<file path="config.mk">
export PLATFORM = sky130hd
export DESIGN_NAME = qdb_bank
export DESIGN_NICKNAME = d
export VERILOG_FILES = /design/src/rtl/qdb_pkg.sv /design/src/rtl/qdb_cmd_decode.sv /design/src/rtl/qdb_ldac_sync.sv /design/src/rtl/qdb_channel.sv /design/src/rtl/qdb_bank.sv
export SDC_FILE = /design/constraint.sdc
export NUM_CORES = 1
export LEC_CHECK = 0
export ABC_CLOCK_PERIOD_IN_PS = 3000
export CORE_MARGIN = 3
export CORE_UTILIZATION = 50
export CTS_BUF_LIST = sky130_fd_sc_hd__clkbuf_8
export CTS_CLUSTER_SIZE = 14
export DETAILED_ROUTE_END_ITERATION = 10
export GPL_TIMING_DRIVEN = 0
export PLACE_DENSITY = 0.77
export SLEW_MARGIN = 20
export SYNTH_ARGS = -nofsm -noshare
export SYNTH_HDL_FRONTEND = slang
export SYNTH_SLANG_ARGS = --single-unit
</file>
<file path="constraint.sdc">
create_clock -name clk -period 3 [get_ports clk]
set_input_delay 0.6 -clock clk [delete_from_list [all_inputs] [get_ports clk]]
set_output_delay 0.6 -clock clk [all_outputs]
set_load 0.02 [all_outputs]
</file>
<file path="src/rtl/qdb_pkg.sv">
package qdb_pkg;

    // Control field of a command word
    typedef enum logic [1:0] {
        CTL_SPECIAL = 2'b00,
        CTL_STAGE   = 2'b01,
        CTL_RSVD    = 2'b10,
        CTL_STAGE_COMMIT = 2'b11
    } ctl_e;

    // Sub-codes carried in the address field when ctl is CTL_SPECIAL
    localparam logic [1:0] SUB_NOP    = 2'b00;
    localparam logic [1:0] SUB_COMMIT = 2'b01;
    localparam logic [1:0] SUB_EDGE_F = 2'b10;
    localparam logic [1:0] SUB_EDGE_R = 2'b11;

    function automatic ctl_e ctl_of(input logic [1:0] bits);
        return ctl_e'(bits);
    endfunction

endpackage

</file>
<file path="src/rtl/qdb_cmd_decode.sv">
module qdb_cmd_decode
    import qdb_pkg::*;
#(
    parameter int NUM_CH = 4,
    parameter int DATA_W = 8,
    localparam int ADDR_W = (NUM_CH > 4) ? $clog2(NUM_CH) : 2,
    localparam int CMD_W  = ADDR_W + 2 + DATA_W
) (
    input  logic              cmd_valid,
    input  logic [CMD_W-1:0]  cmd_word,
    output logic [NUM_CH-1:0] wr_sel,
    output logic [DATA_W-1:0] wr_data,
    output logic              xfer_cmd,
    output logic              mode_set,
    output logic              mode_val
);
    logic [ADDR_W-1:0] addr;
    ctl_e              ctl;

    always_comb begin
        addr     = cmd_word[CMD_W-1 -: ADDR_W];
        ctl      = ctl_of(cmd_word[DATA_W+1:DATA_W]);
        wr_data  = cmd_word[DATA_W-1:0];
        wr_sel   = '0;
        xfer_cmd = 1'b0;
        mode_set = 1'b0;
        mode_val = 1'b0;
        if (cmd_valid) begin
            unique case (ctl)
                CTL_STAGE, CTL_STAGE_COMMIT: begin
                    for (int i = 0; i < NUM_CH; i++)
                        wr_sel[i] = (addr == ADDR_W'(i));
                    xfer_cmd = (ctl == CTL_STAGE_COMMIT);
                end
                CTL_SPECIAL: begin
                    if (addr == ADDR_W'(SUB_COMMIT)) xfer_cmd = 1'b1;
                    if (addr == ADDR_W'(SUB_EDGE_F) || addr == ADDR_W'(SUB_EDGE_R)) begin
                        mode_set = 1'b1;
                        mode_val = (addr == ADDR_W'(SUB_EDGE_R));
                    end
                end
                default: ; // reserved code: no action
            endcase
        end
    end
endmodule

</file>
<file path="src/rtl/qdb_ldac_sync.sv">
module qdb_ldac_sync #(
    parameter int STAGES = 2
) (
    input  logic clk,
    input  logic rst,
    input  logic ldac_n,
    output logic fall
);
    logic [STAGES-1:0] chain;
    logic              prev;

    always_ff @(posedge clk) begin
        if (rst) begin
            chain <= '1;
            prev  <= 1'b1;
        end else begin
            chain <= {chain[STAGES-2:0], ldac_n};
            prev  <= chain[STAGES-1];
        end
    end

    assign fall = prev & ~chain[STAGES-1];

    // a held-low pin yields a single commit pulse
    a_r7_single_pulse: assert property (@(posedge clk) disable iff (rst)
        fall |=> !fall);
endmodule

</file>
<file path="src/rtl/qdb_channel.sv">
module qdb_channel #(
    parameter int DATA_W = 8
) (
    input  logic              clk,
    input  logic              rst,
    input  logic              wr_en,
    input  logic [DATA_W-1:0] wr_data,
    input  logic              xfer,
    output logic [DATA_W-1:0] stage_q,
    output logic [DATA_W-1:0] dac_q
);
    logic [DATA_W-1:0] stage_next;

    always_comb stage_next = wr_en ? wr_data : stage_q;

    always_ff @(posedge clk) begin
        if (rst) begin
            stage_q <= '0;
            dac_q   <= '0;
        end else begin
            stage_q <= stage_next;
            if (xfer) dac_q <= stage_next;
        end
    end

    // the output register moves only on a commit
    a_r3_dac_hold: assert property (@(posedge clk) disable iff (rst)
        !xfer |=> $stable(dac_q));
    // after a commit the output equals the staging register
    a_r4_dac_follows: assert property (@(posedge clk) disable iff (rst)
        xfer |=> (dac_q == stage_q));
    // staging register holds without a write
    a_r9_stage_hold: assert property (@(posedge clk) disable iff (rst)
        !wr_en |=> $stable(stage_q));
endmodule

</file>
<file path="src/rtl/qdb_bank.sv">
module qdb_bank
    import qdb_pkg::*;
#(
    parameter int NUM_CH      = 4,
    parameter int DATA_W      = 8,
    parameter int SYNC_STAGES = 2,
    localparam int ADDR_W = (NUM_CH > 4) ? $clog2(NUM_CH) : 2,
    localparam int CMD_W  = ADDR_W + 2 + DATA_W
) (
    input  logic                     clk,
    input  logic                     rst,
    input  logic                     cmd_valid,
    input  logic [CMD_W-1:0]         cmd_word,
    input  logic                     ldac_n,
    output logic [NUM_CH*DATA_W-1:0] dac_out,
    output logic                     edge_mode
);
    logic [NUM_CH-1:0] wr_sel;
    logic [DATA_W-1:0] wr_data;
    logic              xfer_cmd;
    logic              mode_set;
    logic              mode_val;
    logic              ldac_fall;
    logic              xfer_all;

    qdb_cmd_decode #(.NUM_CH(NUM_CH), .DATA_W(DATA_W)) u_dec (
        .cmd_valid (cmd_valid),
        .cmd_word  (cmd_word),
        .wr_sel    (wr_sel),
        .wr_data   (wr_data),
        .xfer_cmd  (xfer_cmd),
        .mode_set  (mode_set),
        .mode_val  (mode_val)
    );

    qdb_ldac_sync #(.STAGES(SYNC_STAGES)) u_sync (
        .clk    (clk),
        .rst    (rst),
        .ldac_n (ldac_n),
        .fall   (ldac_fall)
    );

    // Command write and pin commit share one edge; the write feeds the commit.
    assign xfer_all = xfer_cmd | ldac_fall;

    for (genvar g = 0; g < NUM_CH; g++) begin : g_ch
        logic [DATA_W-1:0] stage_q;
        qdb_channel #(.DATA_W(DATA_W)) u_ch (
            .clk     (clk),
            .rst     (rst),
            .wr_en   (wr_sel[g]),
            .wr_data (wr_data),
            .xfer    (xfer_all),
            .stage_q (stage_q),
            .dac_q   (dac_out[g*DATA_W +: DATA_W])
        );
    end

    always_ff @(posedge clk) begin
        if (rst)           edge_mode <= 1'b0;
        else if (mode_set) edge_mode <= mode_val;
    end

    // reset clears outputs and mode
    a_r1_reset_clear: assert property (@(posedge clk)
        rst |=> (dac_out == '0 && edge_mode == 1'b0));
    // at most one staging register is addressed
    a_r2_one_target: assert property (@(posedge clk) disable iff (rst)
        $onehot0(wr_sel));
    // mode and no-op codes leave the outputs alone
    a_r6_special_quiet: assert property (@(posedge clk) disable iff (rst)
        (cmd_valid && ctl_of(cmd_word[DATA_W+1:DATA_W]) == CTL_SPECIAL
         && cmd_word[CMD_W-1 -: ADDR_W] != ADDR_W'(SUB_COMMIT) && !ldac_fall)
        |=> $stable(dac_out));
    // no strobe, no mode change
    a_r9_mode_hold: assert property (@(posedge clk) disable iff (rst)
        !cmd_valid |=> $stable(edge_mode));
endmodule

</file>
==> impl_metrics.tcl <==
set metrics [dict create \
    regToRegStartpoint "u_sync.prev" \
    end_kind "register" \
    die_width_um 79.33 \
    worst_pin_slew_ps 716.6 \
    dr.pass1.iters 4 \
    finalClockSkew_ps 4.916 \
    startpoint "cmd_word[11]" \
    initial_core_util_pct 52.31 \
    syn_nets 253 \
    status "finished, final reports clean" \
    p_total_mw 1.929 \
    drc 0 \
    crit_buf_inv 1 \
    power.leakage_nw 1.334 \
    syn_area_per_cell_um2 11.35 \
    setup_tns_ps 0 \
    dieArea_mm2 0.006293 \
    seq_area_frac_synth_pct 50.63 \
    cts_hold_buffers 0 \
    setup_ws_ps 863.9 \
    place_ws_ps 516.7 \
    n_antenna_cell 0 \
    cts_buffers 9 \
    cts_tree "yes" \
    io_buffers 47 \
    ctsResizeCount 0 \
    drt_iter0_drc 100 \
    ios 49 \
    dp_hpwl_um 4181 \
    slew_violations 0 \
    critPathArrivalTime_ps 2320 \
    cts-root-buf "clkbuf_8" \
    routedWlPerCell_um 16.08 \
    cts.sinks 68 \
    rsz0062_at_grt "false" \
    crit_type "input port to register" \
    htree_levels 3 \
    finalCritPeriodShare_pct 71.20 \
    crit_fanout 8 \
    dieHeight_um 79.33 \
    synthCells 237 \
    ant_nets 0 \
    maxCapViolCount 0 \
    final_common_cell "dfxtp_1" \
    irDropWorstVdd_uv 302.9 \
    holdWs_ps 408.6 \
    setup_viol 0 \
    drt_wl_total_um 5935 \
    powerDensity_mw_per_mm2 564.8 \
    max_stage_delay_ps 590 \
    grt_overflow 0 \
    clk_pin_slew_ps 70 \
    finalHoldViolations 0 \
    placed_area_mm2 0.003247 \
    critPathLaunchType "input port" \
    path_cells "clkdlybuf4s50_1, nand4_1, mux2i_1, a221oi_2" \
    period_minus_slack_ps 2136 \
    gp_congestion 0.7619 \
    critPathTopFamily "buffers and inverters" \
    via_per_inst 5.434 \
    slowest_stage "clkdlybuf4s50_1" \
    grt_max_degree 11 \
    post_cts_buffers 0 \
    insertion_delay_ps 340 \
    syn_area_mm2 0.002689 \
    layout.nets 311 \
    final_area_mm2 0.003416 \
    num_rows 26 \
    synth_cell_type_count 23 \
    area.growth.synth_to_final_pct 27.04 \
    grt_first_pass_wirelength_um 9735 \
    ys_seq_elements 68 \
    track_usage_pct 20.47 \
    min_from "u_sync.chain[0]" \
    antenna_found_initial 0 \
    num_vias 2005 \
    design.core.area_mm2 0.005140 \
    clockBufferDepth 2 \
    fmax_mhz 468.1 \
    final_cell_mix "dfxtp_1 (68), clkdlybuf4s50_1 (47), mux2i_1 (32), nor2_1 (32), nor3_1 (32)" \
    drive_gt1_share_pct 19.73 \
    worstPathRequired_ps 3190 \
    yosys_warnings 0 \
    relSlewSlack_pct 52.23 \
    hold_class "register to register" \
    grt_pass1_vias 1979 \
]
-- area by class of cell --
cell class / count / area, um2
Timing Repair Buffer: 47 / 470.5
Tap cell: 70 / 87.58
Buffer: 25 / 133.9
Multi-Input combinational cell: 144 / 1194
Clock buffer: 11 / 151.4
Sequential cell: 68 / 1361
Fill cell: 452 / 1724
Clock inverter: 4 / 17.52
-- path summary, 6_finish.rpt --
check / endpoint / slack (ps) / depth (start not counted)
min: u_sync.chain[1] / 410 / 1
min reg2reg: u_sync.chain[1] / 410 / 1
max reg2reg: g_ch[3].u_ch.dac_q[2] / 1430 / 5
max: g_ch[3].u_ch.dac_q[6] / 860 / 4
-- cells by family after synthesis --
family	share of synthesized area, %
AOI/OAI and AO/OA	18.61
buffers and inverters	4.979
DFF	50.63
muxes	11.91
and+or+nand+nor	13.87
-- metrics by stage --
| stage | utilization [%] | cells |
|---|---|---|
| 2_1_floorplan | - | 237 |
| 3_5_place_dp | 63.17 | 354 |
| 3_3_place_gp | 63.17 | 354 |
| 5_1_grt | 66.46 | 369 |
| 6_report | 66.46 | 369 |
| 4_1_cts | 66.46 | 369 |
-- Yosys cell counts (all sizes together) --
master / instances / area, um2
nor2: 32 / 120.1
nand4: 1 / 6.260
nor3: 32 / 160.2
nor4bb: 1 / 10.01
nand3: 1 / 5.000
mux2i: 32 / 320.3
nand4b: 2 / 17.52
buf: 12 / 85.08
a211o: 1 / 17.52
a21oi: 1 / 5.000
clkbuf: 13 / 48.80
or2: 3 / 18.77
nor2b: 2 / 12.51
nand2: 1 / 3.750
nor3b: 1 / 12.51
dfxtp: 68 / 1361
a21bo: 1 / 10.01
a221oi: 32 / 468.0
and3: 1 / 6.260
-- power by group --
part	total [mW]	switching (mW)	internal (mW)
clock network	0.645	0.314	0.332
registers	0.969	0.0204	0.948
logic	0.315	0.169	0.146
total	1.93	0.503	1.43
-- sequential cells by signal (all words and copies together), names as in the netlist --
signal / flops
g_ch.u_ch.dac_q: 32
g_ch.u_ch.stage_q: 32
u_sync.chain: 2
edge_mode: 1
u_sync.prev: 1
-- layer usage --
layer  global-route usage [%]  vias up  share of wire (%)
li1                         -      990                  -
met1                    26.83      959                 47
met2                    31.48       49                 47
met3                    4.082        7                4.8
met4                    11.34        0                1.8
met5                        0        -                  0
(Power assumes the default switching activity.)
